===== src/rtl/lpm_pkg.sv =====
package lpm_pkg;
  localparam int REG_W = 8;

  typedef enum logic [1:0] {
    M_RUN  = 2'b00,
    M_DOZE = 2'b01,
    M_WAIT = 2'b10,
    M_STOP = 2'b11
  } pmode_e;

  typedef struct packed {
    logic cpu;
    logic per;
    logic sys;
    logic ext;
  } gates_t;

  function automatic gates_t gate_map(logic lp, pmode_e m, logic ext_off);
    gates_t g;
    g.cpu = !(lp && m != M_RUN);
    g.per = !(lp && (m == M_DOZE || m == M_STOP));
    g.sys = !(lp && m == M_STOP);
    g.ext = !(lp && m == M_STOP && ext_off);
    return g;
  endfunction

  function automatic logic entry_allowed(pmode_e m, logic stop_ok);
    return (m != M_STOP) || stop_ok;
  endfunction
endpackage


===== src/rtl/lpm_regs.sv =====
module lpm_regs
  import lpm_pkg::*;
(
  input  logic             clk,
  input  logic             rst_n,
  input  logic             wr,
  input  logic             sel,
  input  logic [REG_W-1:0] wdata,
  output logic [REG_W-1:0] rdata,
  output pmode_e           mode_field,
  output logic             ext_off,
  output logic             stop_ok
);
  localparam int MODE_HI = 7;
  localparam int MODE_LO = 6;
  localparam int EXT_BIT = 3;

  always_ff @(posedge clk or negedge rst_n) begin
    if (!rst_n) begin
      mode_field <= M_RUN;
      ext_off    <= 1'b0;
      stop_ok    <= 1'b0;
    end else if (wr) begin
      if (!sel) begin
        mode_field <= pmode_e'(wdata[MODE_HI:MODE_LO]);
        ext_off    <= wdata[EXT_BIT];
      end else begin
        stop_ok    <= wdata[0];
      end
    end
  end

  always_comb begin
    rdata = '0;
    if (!sel) begin
      rdata[MODE_HI:MODE_LO] = mode_field;
      rdata[EXT_BIT]         = ext_off;
    end else begin
      rdata[0] = stop_ok;
    end
  end
endmodule


===== src/rtl/lpm_sync.sv =====
module lpm_sync #(
  parameter int W      = 4,
  parameter int STAGES = 2
) (
  input  logic         clk,
  input  logic         rst_n,
  input  logic [W-1:0] d,
  output logic [W-1:0] q
);
  logic [W-1:0] chain [STAGES];

  generate
    for (genvar s = 0; s < STAGES; s++) begin : g_stage
      always_ff @(posedge clk or negedge rst_n) begin
        if (!rst_n) chain[s] <= '0;
        else if (s == 0) chain[s] <= d;
        else chain[s] <= chain[(s == 0) ? 0 : s-1];
      end
    end
  endgenerate

  assign q = chain[STAGES-1];
endmodule


===== src/rtl/lpm_fsm.sv =====
module lpm_fsm
  import lpm_pkg::*;
(
  input  logic   clk,
  input  logic   rst_n,
  input  logic   stop_req,
  input  pmode_e mode_field,
  input  logic   stop_ok,
  input  logic   wake_req,
  output logic   in_lp,
  output pmode_e cur_mode,
  output logic   irq_ack,
  output logic   entry_evt,
  output logic   wake_evt
);
  assign entry_evt = !in_lp && stop_req && entry_allowed(mode_field, stop_ok);
  assign wake_evt  = in_lp && wake_req;

  always_ff @(posedge clk or negedge rst_n) begin
    if (!rst_n) begin
      in_lp    <= 1'b0;
      cur_mode <= M_RUN;
      irq_ack  <= 1'b0;
    end else begin
      irq_ack <= wake_evt;
      if (entry_evt) begin
        in_lp    <= 1'b1;
        cur_mode <= mode_field;
      end else if (wake_evt) begin
        in_lp    <= 1'b0;
        cur_mode <= M_RUN;
      end
    end
  end
endmodule


===== src/rtl/lpm_ctrl.sv =====
module lpm_ctrl
  import lpm_pkg::*;
#(
  parameter int NIRQ        = 4,
  parameter int SYNC_STAGES = 2
) (
  input  logic             clk,
  input  logic             rst_n,
  input  logic             reg_wr,
  input  logic             reg_sel,
  input  logic [REG_W-1:0] reg_wdata,
  output logic [REG_W-1:0] reg_rdata,
  input  logic             stop_req,
  input  logic [NIRQ-1:0]  irq_req,
  input  logic [NIRQ-1:0]  irq_enable,
  output logic             halted,
  output logic [1:0]       mode_status,
  output logic             cpu_clk_en,
  output logic             per_clk_en,
  output logic             sys_clk_en,
  output logic             ext_clk_en,
  output logic             irq_ack
);
  pmode_e          mode_field, cur_mode;
  logic            ext_off, stop_ok, in_lp;
  logic [NIRQ-1:0] irq_sync;
  logic            wake_req, entry_evt, wake_evt;
  gates_t          g;

  lpm_regs u_regs (
    .clk(clk), .rst_n(rst_n), .wr(reg_wr), .sel(reg_sel), .wdata(reg_wdata),
    .rdata(reg_rdata), .mode_field(mode_field), .ext_off(ext_off), .stop_ok(stop_ok)
  );

  lpm_sync #(.W(NIRQ), .STAGES(SYNC_STAGES)) u_sync (
    .clk(clk), .rst_n(rst_n), .d(irq_req), .q(irq_sync)
  );

  assign wake_req = |(irq_sync & irq_enable);

  lpm_fsm u_fsm (
    .clk(clk), .rst_n(rst_n), .stop_req(stop_req), .mode_field(mode_field),
    .stop_ok(stop_ok), .wake_req(wake_req), .in_lp(in_lp), .cur_mode(cur_mode),
    .irq_ack(irq_ack), .entry_evt(entry_evt), .wake_evt(wake_evt)
  );

  assign g           = gate_map(in_lp, cur_mode, ext_off);
  assign cpu_clk_en  = g.cpu;
  assign per_clk_en  = g.per;
  assign sys_clk_en  = g.sys;
  assign ext_clk_en  = g.ext;
  assign halted      = in_lp;
  assign mode_status = cur_mode;
endmodule


===== config.mk =====
export PLATFORM = sky130hd
export DESIGN_NAME = lpm_ctrl
export DESIGN_NICKNAME = d
export VERILOG_FILES = /design/src/rtl/lpm_pkg.sv /design/src/rtl/lpm_regs.sv /design/src/rtl/lpm_sync.sv /design/src/rtl/lpm_fsm.sv /design/src/rtl/lpm_ctrl.sv
export SDC_FILE = /design/constraint.sdc
export NUM_CORES = 1
export LEC_CHECK = 0
export ABC_AREA = 1
export ABC_CLOCK_PERIOD_IN_PS = 1800
export BUFFER_PORTS_ARGS = -buffer_cell sky130_fd_sc_hd__buf_2
export CORE_MARGIN = 2
export CORE_UTILIZATION = 44
export CTS_CLUSTER_SIZE = 20
export DETAILED_ROUTE_END_ITERATION = 12
export GPL_TIMING_DRIVEN = 0
export PLACE_DENSITY_LB_ADDON = 0.25
export SLEW_MARGIN = 20
export SYNTH_ARGS = -nofsm -noshare
export SYNTH_HDL_FRONTEND = slang
export SYNTH_SLANG_ARGS = --single-unit

===== constraint.sdc =====
create_clock -name clk -period 1.8 [get_ports clk]
set_clock_uncertainty 0.15 [all_clocks]
set_input_delay 0.09 -clock clk [delete_from_list [all_inputs] [get_ports clk]]
set_output_delay 0.09 -clock clk [all_outputs]
set_load 0.02 [all_outputs]

==> metrics.cfg <==
[clocking]
numClockSinks=16
cts_setup_buffers=0
htreeDepth=1
path_clk_slew_ns=0.09
cts.root.buffer_cell=clkbuf_4
clockBufferDepth=2
cts_tree=yes
worstSkewPairLatency_ns=0.28
cts_buffers=3

[placement]
place_area_um2=813
io_buffers=28
dp_cells=108
place_hpwl_um=823
gp_congestion=0.703

[timing]
clock.fmax_mhz=621
rsz0062_at_grt=no
tns_ns=0
fin_crit_ns=1.61
setup_violations=0
holdWs_ns=0.0307
maxSlewViolCount=0
hold_viol_final=0
period_share_pct=89.4

[global_routing]
antenna_found_initial=0
grt-ovfl-total=0
use_met1_pct=16.9
grt_max_degree=17
grt_pass1_wl_um=2240
track_usage_pct=17.1
grt.busiest_layer=met2
use_met3_pct=3.45
first_global_vias=555
met2_usage_pct=30.5

[synthesis]
synth_area_leaders=dfrtp_1, buf_4, nand2_1
synthCells=62
avgSynthCellArea_um2=10.4
synth_area_leader_cell=dfrtp_1
ys_seq_area_share_pct=62.3
ys_types=18
synth.top_cell.area_share_pct=62.3
ys_ff_latch=16
yosysWarningCount=0
synth_area_um2=643

[detailed_routing]
vias=580
drt_iter0_drc=7
wl_per_cell_um=10.9
post_drt_via_cell_ratio=4.57
drtAntennaViolNets=0
drt-total-wl_um=1380
drc=0
firstDrtPassIters=4

[critical_path]
worstSetupPathType=in -> reg
cp.required_ns=1.84
crit_path_start_kind=input port
worstPathMaxFanout=2
crit_slowest_cell=dlygate4sd3_1
worstPathArrival_ns=1.65
cpPeakStageDelay_ns=0.59
crit_path_end_kind=register
path_cells=dlygate4sd3_1, buf_2, nand2_1, nand2_1, dlygate4sd3_1, o31ai_2

[flow_run]
max-cap-violations=0

[die]
rows=13
ioPinCount=37
core_um2=1330
die_area_um2=1780
initial_core_util_pct=48.2
die_h_um=42.2
die_w_um=42.2

[layout]
final_nets=134
layout_common_cells=buf_2, dfrtp_1, dlygate4sd3_1
drive_gt1_share_pct=39.3
n_antenna_cell=0
fin_area_um2=1000
area_delta_synth_final_pct=55.4
final_common_cell=buf_2
layout.cells.non_filler=127

[hold_path]
worstHoldPathType=in -> reg

[power_and_ir_drop]
p_per_area_nw_per_um2=916
power.leakage_nw=0.539
total_power_mw=0.916
peakVddDrop_mv=0.616

[status]
outcome=finished, final reports clean

==> final cells by class <==
type                       instances  area, µm²
buffer                             4       30.0
clock buffer                       4       36.3
fill                             104        334
inverter                           8       30.0
multi-input combinational         37        194
sequential                        16        400
tap                               15       18.8
timing repair buffer              43        290
==> path summary, 6_finish.rpt <==
check / startpoint / end / slack (ns) / cells past startpoint
min in group asynchronous: rst_n / u_fsm.cur_mode[0] / 0.09 / 2
max: irq_enable[0] / u_fsm.in_lp / 0.19 / 6
min: reg_sel / u_regs.mode_field[1] / 0.03 / 4
min reg2reg: u_sync.chain[7] / u_sync.q[3] / 0.21 / 0
max in group asynchronous: rst_n / u_sync.q[1] / 1.16 / 2
max reg2reg: u_sync.q[3] / u_fsm.in_lp / 0.26 / 4
==> logic make-up (layout without fill, tap and decap cells) <==
family	count (synthesis)	count (layout)	synth area share (%)
AND/OR/NAND/NOR	25	25	20.2
buffers and inverters	12	59	9.34
AO/OA/AOI/OAI	8	8	7.59
other	1	4	0.583
flip-flops	16	16	62.3
==> report_power, final <==
group / switching (mW) / internal [mW]
Clock: 0.110 / 0.123
Sequential: 0.0370 / 0.401
Combinational: 0.142 / 0.103
Total: 0.289 / 0.627
==> metrics by stage <==
stage	util, %	setup slack [ns]
detailed placement	61.0	0.725
global placement	61.0	0.740
floorplan	-	0.565
global route	75.0	0.160
finish	75.0	0.191
CTS	75.0	0.244
==> worst max-delay path: cells and delay by family <==
kind                   cells  cell delay (ns)
buffers and inverters      3             1.25
AO/OA/AOI/OAI              1             0.20
AND/OR/NAND/NOR            2             0.10
==> registers in the layout, summed over array words and instances (netlist names) <==
signal	cells
u_regs.stop_ok	1
u_regs.mode_field	2
u_fsm.cur_mode	2
u_regs.ext_off	1
u_sync.chain	4
u_sync.q	4
u_fsm.irq_ack	1
u_fsm.in_lp	1
==> cell usage after synthesis <==
cell type	instances
nor2_1	6
nand3b_1	1
o21ai_0	1
o31ai_2	1
nand3_1	3
dfrtp_1	16
nand3_2	1
a31oi_1	1
conb_1	1
nand2_4	1
inv_2	2
inv_1	6
nand2_1	7
nand4_1	3
nand2_2	3
a21oi_1	4
o21ai_1	1
buf_4	4
==> per-layer routing <==
layer	part of all wire (%)	up-vias
met5	0	-
met3	6.7	2
met4	0.87	0
met2	54	24
li1	-	293
met1	38	261
==> repair_timing <==
item	4_1_cts	5_1_grt
endpoints found under the setup margin	0	0
hold buffers	15	0
hold endpoints to repair	27	0
gates resized for setup	0	0
Note: power is estimated with default switching activity, not from simulation.
